==> src/rtl/pi_axis_pkg.sv <==
package pi_axis_pkg;

  // Share of the clamp excess returned to the integrator
  typedef enum logic [1:0] {
    AW_NONE    = 2'd0,
    AW_QUARTER = 2'd1,
    AW_HALF    = 2'd2,
    AW_FULL    = 2'd3
  } aw_frac_e;

  localparam int GAIN_INT  = 0;
  localparam int GAIN_PROP = 1;
  localparam int N_GAINS   = 2;

endpackage

==> src/rtl/pi_sat.sv <==
module pi_sat #(
  parameter int IW = 33,
  parameter int OW = 32
) (
  input  logic signed [IW-1:0] din,
  output logic signed [OW-1:0] dout
);

  localparam int TW = IW - OW + 1;

  logic [TW-1:0] top_bits;
  logic          clip;

  assign top_bits = din[IW-1:OW-1];
  assign clip     = !((&top_bits) || (~|top_bits));
  assign dout     = clip ? {din[IW-1], {(OW-1){~din[IW-1]}}} : din[OW-1:0];

endmodule

==> src/rtl/pi_gain_scale.sv <==
module pi_gain_scale #(
  parameter int DW = 16,
  parameter int OW = 32,
  parameter int RW = 4
) (
  input  logic signed [DW-1:0] coef,
  input  logic signed [DW:0]   err,
  input  logic        [RW-1:0] rng,
  output logic signed [OW-1:0] term
);

  localparam int PW   = 2 * DW + 1;
  localparam int BASE = (OW - 1) - 2 * (DW - 1);
  localparam int SW   = PW + (1 << RW) - 1 + BASE;

  logic signed [PW-1:0] prod;
  logic signed [SW-1:0] ext;
  logic signed [SW-1:0] shl;

  always_comb begin
    prod = coef * err;
    ext  = {{(SW-PW){prod[PW-1]}}, prod};
    shl  = ext <<< (int'(rng) + BASE);
  end

  pi_sat #(.IW(SW), .OW(OW)) u_sat (
    .din  (shl),
    .dout (term)
  );

endmodule

==> src/rtl/pi_clamp_aw.sv <==
module pi_clamp_aw
  import pi_axis_pkg::*;
#(
  parameter int DW = 16,
  parameter int OW = 32,
  parameter int RW = 4
) (
  input  logic signed [OW-1:0] icand,
  input  logic signed [OW-1:0] pterm,
  input  logic signed [DW-1:0] lim,
  input  aw_frac_e             ratio,
  input  logic        [RW-1:0] kprng,
  output logic signed [OW-1:0] vout,
  output logic signed [OW-1:0] integ_nx,
  output logic                 over
);

  localparam int LIM_SH = OW - DW;
  localparam int KW     = OW + RW + 1;

  logic signed [OW:0]   osum;
  logic signed [OW-1:0] ocand;
  logic signed [OW-1:0] limw;
  logic signed [OW-1:0] nlimw;
  logic signed [OW-1:0] held;
  logic signed [OW:0]   excess;
  logic signed [OW:0]   share;
  logic signed [OW+1:0] isum;
  logic signed [KW-1:0] kprod;
  logic signed [OW-1:0] ksat;

  assign osum = {icand[OW-1], icand} + {pterm[OW-1], pterm};

  pi_sat #(.IW(OW+1), .OW(OW)) u_osat (.din(osum), .dout(ocand));

  always_comb begin
    limw  = lim[DW-1] ? '0 : {lim, {LIM_SH{1'b0}}};
    nlimw = -limw;
    over  = 1'b0;
    held  = ocand;
    if (ocand > limw) begin
      held = limw;
      over = 1'b1;
    end else if (ocand < nlimw) begin
      held = nlimw;
      over = 1'b1;
    end
    excess = {held[OW-1], held} - {ocand[OW-1], ocand};
    case (ratio)
      AW_QUARTER: share = excess >>> 2;
      AW_HALF:    share = excess >>> 1;
      AW_FULL:    share = excess;
      default:    share = '0;
    endcase
    isum  = {{2{icand[OW-1]}}, icand} + {share[OW], share};
    kprod = held * $signed({1'b0, kprng});
  end

  pi_sat #(.IW(OW+2), .OW(OW)) u_isat (.din(isum),  .dout(integ_nx));
  pi_sat #(.IW(KW),   .OW(OW)) u_ksat (.din(kprod), .dout(ksat));

  assign vout = (kprng >= RW'(2)) ? ksat : held;

endmodule

==> src/rtl/pi_current_axis.sv <==
module pi_current_axis
  import pi_axis_pkg::*;
#(
  parameter int DW = 16,
  parameter int OW = 32,
  parameter int RW = 4
) (
  input  logic                 clk,
  input  logic                 rst_n,
  input  logic                 start,
  input  logic                 clear,
  input  logic signed [DW-1:0] cur_ref,
  input  logic signed [DW-1:0] cur_meas,
  input  logic signed [DW-1:0] kp_coef,
  input  logic signed [DW-1:0] ki_coef,
  input  logic        [RW-1:0] kp_range,
  input  logic        [RW-1:0] ki_range,
  input  logic signed [DW-1:0] v_limit,
  input  logic        [1:0]    aw_ratio,
  output logic                 done,
  output logic signed [OW-1:0] v_cmd,
  output logic signed [OW-1:0] integ_term,
  output logic                 sat_flag
);

  // reset synchronizer: assert async, release on clock
  logic [1:0] rs_q;
  logic       arst_n_s;

  always_ff @(posedge clk or negedge rst_n) begin
    if (!rst_n) rs_q <= '0;
    else        rs_q <= {rs_q[0], 1'b1};
  end
  assign arst_n_s = rs_q[1];

  // stage valid chain
  logic v1_q, v2_q, v3_q;
  logic busy, take;

  assign busy = v1_q | v2_q;
  assign take = start & ~busy & arst_n_s;

  always_ff @(posedge clk or negedge arst_n_s) begin
    if (!arst_n_s) begin
      v1_q <= 1'b0;
      v2_q <= 1'b0;
      v3_q <= 1'b0;
    end else begin
      v1_q <= take;
      v2_q <= v1_q;
      v3_q <= v2_q;
    end
  end
  assign done = v3_q;

  // stage 1: capture error and settings
  logic signed [DW:0]   err_d, err_q;
  logic signed [DW-1:0] coef_q [N_GAINS];
  logic        [RW-1:0] rng_q  [N_GAINS];
  logic signed [DW-1:0] lim1_q;
  aw_frac_e             ratio1_q;

  assign err_d = {cur_ref[DW-1], cur_ref} - {cur_meas[DW-1], cur_meas};

  always_ff @(posedge clk or negedge arst_n_s) begin
    if (!arst_n_s) begin
      err_q     <= '0;
      coef_q[0] <= '0;
      coef_q[1] <= '0;
      rng_q[0]  <= '0;
      rng_q[1]  <= '0;
      lim1_q    <= '0;
      ratio1_q  <= AW_NONE;
    end else if (take) begin
      err_q               <= err_d;
      coef_q[GAIN_INT]    <= ki_coef;
      coef_q[GAIN_PROP]   <= kp_coef;
      rng_q[GAIN_INT]     <= ki_range;
      rng_q[GAIN_PROP]    <= kp_range;
      lim1_q              <= v_limit;
      ratio1_q            <= aw_frac_e'(aw_ratio);
    end
  end

  // stage 2: scaled gain terms and integral candidate
  logic signed [OW-1:0] term [N_GAINS];

  for (genvar g = 0; g < N_GAINS; g++) begin : g_gain
    pi_gain_scale #(.DW(DW), .OW(OW), .RW(RW)) u_scale (
      .coef (coef_q[g]),
      .err  (err_q),
      .rng  (rng_q[g]),
      .term (term[g])
    );
  end

  logic signed [OW-1:0] integ_q;
  logic signed [OW:0]   icsum;
  logic signed [OW-1:0] icand_d;

  assign icsum = {integ_q[OW-1], integ_q} + {term[GAIN_INT][OW-1], term[GAIN_INT]};

  pi_sat #(.IW(OW+1), .OW(OW)) u_icsat (.din(icsum), .dout(icand_d));

  logic signed [OW-1:0] icand_q, pterm_q;
  logic signed [DW-1:0] lim2_q;
  aw_frac_e             ratio2_q;
  logic        [RW-1:0] kprng2_q;

  always_ff @(posedge clk or negedge arst_n_s) begin
    if (!arst_n_s) begin
      icand_q  <= '0;
      pterm_q  <= '0;
      lim2_q   <= '0;
      ratio2_q <= AW_NONE;
      kprng2_q <= '0;
    end else if (v1_q) begin
      icand_q  <= icand_d;
      pterm_q  <= term[GAIN_PROP];
      lim2_q   <= lim1_q;
      ratio2_q <= ratio1_q;
      kprng2_q <= rng_q[GAIN_PROP];
    end
  end

  // stage 3: clamp, anti-windup, range compensation
  logic signed [OW-1:0] vout_d, integ_nx, integ_d, vout_q;
  logic                 over_d, flag_d, flag_q;

  pi_clamp_aw #(.DW(DW), .OW(OW), .RW(RW)) u_clamp (
    .icand    (icand_q),
    .pterm    (pterm_q),
    .lim      (lim2_q),
    .ratio    (ratio2_q),
    .kprng    (kprng2_q),
    .vout     (vout_d),
    .integ_nx (integ_nx),
    .over     (over_d)
  );

  always_comb begin
    integ_d = integ_q;
    flag_d  = flag_q;
    if (clear) begin
      integ_d = '0;
      flag_d  = 1'b0;
    end else if (v2_q) begin
      integ_d = integ_nx;
      flag_d  = flag_q | over_d;
    end
  end

  always_ff @(posedge clk or negedge arst_n_s) begin
    if (!arst_n_s) begin
      integ_q <= '0;
      flag_q  <= 1'b0;
      vout_q  <= '0;
    end else begin
      integ_q <= integ_d;
      flag_q  <= flag_d;
      if (v2_q) vout_q <= vout_d;
    end
  end

  assign v_cmd      = vout_q;
  assign integ_term = integ_q;
  assign sat_flag   = flag_q;

endmodule

==> config.mk <==
export PLATFORM = sky130hd
export DESIGN_NAME = pi_current_axis
export DESIGN_NICKNAME = d
export VERILOG_FILES = /design/src/rtl/pi_axis_pkg.sv /design/src/rtl/pi_sat.sv /design/src/rtl/pi_gain_scale.sv /design/src/rtl/pi_clamp_aw.sv /design/src/rtl/pi_current_axis.sv
export SDC_FILE = /design/constraint.sdc
export NUM_CORES = 2
export LEC_CHECK = 0
export ABC_AREA = 1
export ABC_CLOCK_PERIOD_IN_PS = 8050
export BUFFER_PORTS_ARGS = -buffer_cell sky130_fd_sc_hd__clkbuf_2
export CORE_MARGIN = 4
export CORE_UTILIZATION = 60
export CTS_BUF_LIST = sky130_fd_sc_hd__clkbuf_16
export DETAILED_ROUTE_END_ITERATION = 10
export HOLD_SLACK_MARGIN = 0.08
export PLACE_DENSITY = 0.77
export SETUP_SLACK_MARGIN = 0.15
export SYNTH_ARGS = -nofsm -noshare
export SYNTH_HDL_FRONTEND = slang
export SYNTH_SLANG_ARGS = --single-unit
==> constraint.sdc <==
create_clock -name clk -period 8.05 [get_ports clk]
set_input_delay 0.4025 -clock clk [delete_from_list [all_inputs] [get_ports clk]]
set_output_delay 0.4025 -clock clk [all_outputs]
set_load 0.02 [all_outputs]
Yosys cells after proc, flatten, opt, wreduce, memory -nomap -nowiden

Index checks and enable logic that the tools add are counted.

Input port bits: 94
Register bits after elaboration: 231
Logic and storage cells: 91
Output and inout bits: 66

$lt $le $gt $ge: 3
Shift-type cells: 2
Muxes and demuxes: 17
Bitwise logic cells: 11
Eq/ne operators: 3
Reduce and logical (&&, ||, !) cells: 25
Multiply operators: 3
Add/subtract/negate cells: 8

Operator list:

| operator                                            | count |
|---|---|
| two-way mux 32 bit                                  | 11 |
| case mux 33 bit (3 select lines)                    | 1 |
| <<< shifter 33 x 5 -> 49 bit                        | 2 |
| adder 32 x 32 -> 33 bit                             | 2 |
| multiplier 16 x 17 -> 33 bit                        | 2 |
| multiplier 32 x 5 -> 37 bit                         | 1 |
| AND reduction 18 bit                                | 2 |
| OR reduction 18 bit                                 | 2 |
| adder 32 x 33 -> 34 bit                             | 1 |
| subtractor 32 x 32 -> 33 bit                        | 1 |
| > comparator 32 bit                                 | 1 |
| less-than comparator 32 bit                         | 1 |
| negator 32 bit                                      | 1 |
| two-way mux 31 bit                                  | 1 |
| subtractor 16 x 16 -> 17 bit                        | 1 |
| adder 4 x 1 -> 5 bit, second input constant         | 2 |
| inverter 1 bit                                      | 7 |
| logical NOT 1 bit                                   | 6 |
| logical OR 1 bit                                    | 6 |
| AND reduction 6 bit                                 | 1 |
| OR reduction 6 bit                                  | 1 |
| equality test 2 bit, second input constant          | 2 |
| >= comparator 4 x 2 -> 1 bit, second input constant | 1 |
| two-way mux 1 bit                                   | 4 |
| other kinds (8)                                     | 12 |

Logic depth before layout (Yosys ltp)

Depth in word-level cells: 17
Gate-level depth with buffers: 66
Gate-level depth less buffers: 63

Cells and area by module

From an unflattened synthesis, not the netlist that was laid out.

Cell total of the unflattened synthesis: 8518
Area, all modules: 56470.4 um^2

By module, submodules not included:

| module                                | cells each | area each (um^2) | seq. area each (um^2) | times used |
|---|---|---|---|---|
| pi_gain_scale at g_gain[1].u_scale    | 2102       | 13995.9          | 0.0                   | 1 |
| pi_gain_scale at g_gain[0].u_scale    | 2124       | 13954.6          | 0.0                   | 1 |
| pi_clamp_aw                           | 2354       | 13519.2          | 0.0                   | 1 |
| pi_current_axis                       | 1430       | 11999.0          | 5780.5                | 1 |
| pi_sat at u_clamp.u_osat ...          | 76         | 606.8            | 0.0                   | 2 |
| pi_sat at g_gain[0].u_scale.u_sat ... | 101        | 457.9            | 0.0                   | 2 |
| pi_sat at u_clamp.u_isat              | 72         | 495.5            | 0.0                   | 1 |
| pi_sat at u_clamp.u_ksat              | 82         | 376.6            | 0.0                   | 1 |

Worst setup path after synthesis

No wires, ideal clock.

Path type: reg-to-reg
Start point: register icand_q[0]
End point: register integ_q[10], in the netlist integ_term[10]
Cell stages (with the launch flop): 61
Library setup time: 66 ps
Data required time: 7984 ps
Period minus slack after synthesis: 9504 ps
Setup slack: -1454 ps
Buffers on the path: 4
Arrival time: 9438 ps
Path through: dfrtp_1 -> ha_1 -> inv_1 -> fa_1 -> nand3b_1 -> nand2_1 -> nand2_1 -> nand2_1 -> nand2_1 -> nand2_1 -> nand2_1 -> nand2_1 -> nand2_1 -> nand2_2 -> nand2_4 -> buf_4 -> clkbuf_1 -> a21oi_1 -> [25 not listed] -> ha_1 -> nand2_1 -> nor4_1 -> nand3_1 -> nand3_1 -> nand3_1 -> nand2_1 -> a31oi_1 -> o21ai_1 -> nand3_1 -> nand2_1 -> nand2_1 -> nand2_1 -> nand2_1 -> a21oi_1 -> clkbuf_1 -> nand2_1 -> nand2_1

Cells in the longest elaborated chain, start to end: 17
Elaborated cells on any way between the ends: 22
Classes of those cells: 3 x add/sub; 2 x order compare; 7 x mux; 2 x bitwise; 8 x reduce/logical

RTL lines:

| item                             | line                   | RTL |
|---|---|---|
| start: declaration               | pi_current_axis.sv:105 | `logic signed [OW-1:0] icand_q, pterm_q;` |
| start signal: assignment         | pi_current_axis.sv:118 | `icand_q <= icand_d;` |
| adder 32 x 32 -> 33 bit          | pi_clamp_aw.sv:32      | `assign osum = {icand[OW-1], icand} + {pterm[OW-1], pterm};` |
| OR reduction 2 bit               | pi_sat.sv:15           | `assign clip = !((&top_bits) \|\| (~\|top_bits));` |
| logical NOT 1 bit                | pi_sat.sv:15           |  |
| logical OR 1 bit                 | pi_sat.sv:15           |  |
| two-way mux 32 bit               | pi_sat.sv:16           | `assign dout = clip ? {din[IW-1], {(OW-1){~din[IW-1]}}} : din[OW-1:0];` |
| less-than comparator 32 bit      | pi_clamp_aw.sv:44      | `end else if (ocand < nlimw) begin` |
| two-way mux 32 bit               | pi_clamp_aw.sv:44      |  |
| two-way mux 32 bit               | pi_clamp_aw.sv:41      | `if (ocand > limw) begin` |
| subtractor 32 x 32 -> 33 bit     | pi_clamp_aw.sv:48      | `excess = {held[OW-1], held} - {ocand[OW-1], ocand};` |
| case mux 33 bit (3 select lines) | pi_clamp_aw.sv:49      | `case (ratio)` |
| adder 32 x 33 -> 34 bit (*)      | pi_clamp_aw.sv:55      | `isum = {{2{icand[OW-1]}}, icand} + {share[OW], share};` |
| OR reduction 3 bit               | pi_sat.sv:15           |  |
| logical NOT 1 bit                | pi_sat.sv:15           |  |
| logical OR 1 bit                 | pi_sat.sv:15           |  |
| two-way mux 32 bit (*)           | pi_sat.sv:16           |  |
| two-way mux 32 bit (*)           | pi_current_axis.sv:147 | `end else if (v2_q) begin` |
| two-way mux 32 bit (*)           | pi_current_axis.sv:144 | `if (clear) begin` |
| end signal: assignment           | pi_current_axis.sv:159 | `integ_q <= integ_d;` |
| end: declaration                 | pi_current_axis.sv:97  | `logic signed [OW-1:0] integ_q;` |

Every way passes the cells marked *; elsewhere a longest branch is shown, timed or not. The select of a mux whose other input is x is not followed.
A chain may end at the register's enable or synchronous reset.

Final worst setup path

Start point: register coef_q[26] (netlist bit)
End point: register icand_q[26]

Cells in the longest elaborated chain, start to end: 11
Elaborated cells on any way between the ends: 15
Classes of those cells: 1 x add/sub; 1 x mul; 1 x shift; 2 x mux; 2 x bitwise; 8 x reduce/logical

RTL lines:

| item                             | line                   | RTL |
|---|---|---|
| start: declaration               | pi_current_axis.sv:58  | `logic signed [DW-1:0] coef_q [N_GAINS];` |
| start signal: indexed assignment | pi_current_axis.sv:76  | `coef_q[GAIN_INT] <= ki_coef;` |
| start signal: indexed assignment | pi_current_axis.sv:77  | `coef_q[GAIN_PROP] <= kp_coef;` |
| multiplier 16 x 17 -> 33 bit (*) | pi_gain_scale.sv:21    | `prod = coef * err;` |
| <<< shifter 33 x 5 -> 49 bit (*) | pi_gain_scale.sv:23    | `shl = ext <<< (int'(rng) + BASE);` |
| OR reduction 18 bit              | pi_sat.sv:15           |  |
| logical NOT 1 bit                | pi_sat.sv:15           |  |
| logical OR 1 bit                 | pi_sat.sv:15           |  |
| two-way mux 32 bit (*)           | pi_sat.sv:16           |  |
| adder 32 x 32 -> 33 bit (*)      | pi_current_axis.sv:101 | `assign icsum = {integ_q[OW-1], integ_q} + {term[GAIN_INT][OW-1], term[GAIN_INT]};` |
| OR reduction 2 bit               | pi_sat.sv:15           |  |
| logical NOT 1 bit                | pi_sat.sv:15           |  |
| logical OR 1 bit                 | pi_sat.sv:15           |  |
| two-way mux 32 bit (*)           | pi_sat.sv:16           |  |

Every way passes the cells marked *; elsewhere a longest branch is shown, timed or not.

==> results by group <==
Timing
  – Worst-Margin Slew: 1430 ps
  – Final Max Slew Viols: 0
  – Slew HR: 4.28%
  – Worst setup margin: -1470 ps
  – Setup violators final: 96
  – Maximum clock rate: 105 MHz
  – Period Utilization, post-route: 118%
  – Unrepaired setup endpoints after global routing: true
  – Layout Skew: 44.5 ps
  – Fin crit period: 9520 ps
  – Final Hold Viols: 0

Routing
  – Iteration-0 DRC Markers: 5,674
  – # DRC: 0
  – Drt wl/cell: 18.5 um
  – WL final: 185,000 um
  – Vias: 55,533
  – Drt first pass iters: 8
  – Final ANT Viol Nets: 0
  – Vias per cell: 5.57

Logic synthesis
  – Compound-gate portion of the synthesized area: 7.79%
  – Ys Warns: 0
  – Syn nets: 8,853
  – Post-Synthesis Cell Area: 51,100 um2
  – Synth cell count leaders: 2,553 x nand2_1, 1,456 x inv_1, 622 x fa_1
  – Register area share after synthesis: 11.3%
  – Top_reg_cell synth: dfrtp_1
  – Ys async rst share: 100%
  – Mux cell area share after synthesis: 0.0391%
  – Gate count of the mapped netlist: 7,718
  – Synth area leaders: fa_1 24%, nand2_1 19%, dfrtp_1 11%
  – EDFF count, synth: 0
  – Post-synthesis adder-cell area fraction: 34.6%
  – Post-synth top area share: 24.3%
  – Synth area leader: fa_1
  – Flops & latches, synth: 231
  – Post-synth cell types: 53
  – Area share of xor/xnor cells in the synthesized design: 3.29%
  – Simple-Gate Fraction of Synth Area: 29.7%
  – Top-count cell post-synth: nand2_1
  – Main combinational cell family by area after synthesis: adder cells
  – Post-Syn Area per Cell: 6.63 um2

Place
  – GPL Wtd Cong: 1.00
  – Port buffer count: 159
  – Place WS: -1620 ps
  – HPWL after DPL: 142,000 um

Final layout
  – Area Overhead vs Synth: 30.3%
  – Layout cells sized above 1: 23.3%
  – Final net count: 9,947

Clock network
  – H-tree Lvls: 1
  – CTS Buf Count: 31
  – CTS tree: yes
  – Clock Tree Root: clkbuf_16
  – Clock sinks: 231
  – Clock slew at reported path FFs: 70 ps
  – Later-pin clock latency in the skew report: 650 ps
  – Longest Clk Path Bufs: 3

GRT
  – Initial antenna violation count: 4
  – Total track usage: 40.5%
  – Vias in the first global route: 56,385
  – Total global routing overflow: 0
  – Largest net degree at the start of global routing: 149
  – First-pass GRT wire length: 293,000 um

Critical path
  – Critical path's slowest cell: fa_1
  – WP data arrival: 10,030 ps
  – Largest stage delay, worst path: 550 ps
  – Max FO, Critical Path: 7
  – Setup crit end kind: register
  – Kind of critical path: reg -> reg
  – Critical path required time: 8560 ps
  – Worst path most repeated cell: nand2_2
  – Startpoint Class: register

Floorplan
  – Core box area: 84,100 um2
  – Die Ht: 300 um
  – Initial Util: 60.8%
  – Std-Cell Rows: 106
  – Die Area: 90,000 um2
  – I/O pin total: 160
  – Die W: 300 um

Hold path
  – Worst min path class: in -> reg

Run status
  – Status: complete, but fails checks
  – Failing checks: setup timing

Flow run
  – Max_cap viols: 0
==> sequential cells by signal (all words and copies together), names as in the netlist <==
register,count
coef_q,32
done,1
err_q,17
icand_q,32
integ_term,32
kprng2_q,4
lim1_q,16
lim2_q,16
pterm_q,32
ratio1_q,2
ratio2_q,2
rng_q,8
rs_q,2
sat_flag,1
v1_q,1
v2_q,1
v_cmd,32
==> worst max-delay path: cells and delay by family (launching register included) <==
family	cells	cell delay, ps
simple gates	23	2710
buf+inv	14	1130
xor+xnor	2	370
compound gates	6	720
fa+ha+maj	9	3980
flops	1	410
==> per-stage QoR <==
stage          instance area [um2]  std cells  TNS [ps]  hold WS [ps]  util [%]
3_5_place_dp                 60600       9692   -126620           189      72.0
3_3_place_gp                 60600       9692   -109950           188      72.0
5_1_grt                      66600       9972   -158580           161      79.2
2_1_floorplan                51900       7718    -20140           107         -
4_1_cts                      65400       9938    -72120           107      77.8
6_report                     66600       9974   -107110           157      79.3
==> per-layer routing <==
| metal | wire length (um) | share of wire [%] | vias to the layer above | GRT usage (%) |
|---|---|---|---|---|
| li1 | - | - | 25739 | - |
| met1 | 73800 | 40 | 26380 | 53.7 |
| met2 | 84200 | 46 | 2843 | 65.7 |
| met3 | 18900 | 10 | 569 | 8.90 |
| met4 | 7810 | 4.2 | 2 | 14.8 |
| met5 | 13 | 0.0070 | - | 0 |
==> layout by cell type, fill, tap and decap left out, types with 14 or more instances in the layout <==
cell / n
nand2_1: 2411
inv_1: 1426
buf_4: 1056
fa_1: 603
nand3_1: 499
nor2_1: 361
ha_1: 349
a21oi_1: 254
dfrtp_1: 207
o21ai_0: 195
clkbuf_2: 159
nand2_2: 122
xor2_1: 104
nand3_2: 91
a21oi_2: 84
xnor2_1: 73
ha_4: 65
dlygate4sd3_1: 60
nand4_1: 51
buf_12: 46
o21ai_1: 40
inv_2: 38
nor2_2: 38
clkbuf_16: 32
buf_6: 32
or2_2: 31
o21ai_2: 28
nor2_4: 24
nand2_4: 23
dfrtp_2: 23
o211ai_1: 20
o21bai_1: 19
fa_2: 19
a31oi_1: 17
nor3_1: 16
nor3_2: 14
==> repair_timing <==
| item | 4_1_cts | 5_1_grt |
|---|---|---|
| hold buffers | 60 | 0 |
| cloned | 18 | 1 |
| setup endpoints to repair | 127 | 127 |
| setup buffers | 111 | 31 |
| hold endpoints to repair | 60 | 0 |
| pin swaps | 210 | 87 |
| gates resized for setup | 445 | 235 |
==> cell families (layout without fill, tap and decap cells) <==
group                    count (synthesis)  after routing
XOR/XNOR                               192            192
AO/OA/AOI/OAI                          734            734
other                                    1              5
multiplexers                             2              2
buffers and inverters                 1786           2902
AND/OR/NAND/NOR                       3731           3733
adder cells (fa/ha/maj)               1041           1041
flip-flops                             231            231
==> cell type report <==
class                      instances  area [um2]
inverter                        1472        5550
tap                             1134        1420
antenna                            4        10.0
multi-input combinational       5703       41800
sequential                       231        5810
timing repair buffer            1372       11100
clock buffer                      31         776
fill                            6058       17400
timing repair inverter             1        3.75
clock inverter                    26         230
==> path summary, 6_finish.rpt <==
kind                          endpoint         from  depth (start not counted)  slack, ps
min in group asynchronous     rng_q[2]      rs_q[1]                          0        280
max in group asynchronous   icand_q[7]      rs_q[1]                          1       6500
hold reg to reg               rng_q[2]      rs_q[1]                          0        280
hold / removal                err_q[0]  cur_meas[0]                          3        160
setup / recovery           icand_q[26]   coef_q[26]                         54      -1470
setup reg to reg           icand_q[26]   coef_q[26]                         54      -1470
Power is not shown: default switching activity piles up to over one toggle a cycle in this logic, so the estimate is an artifact.
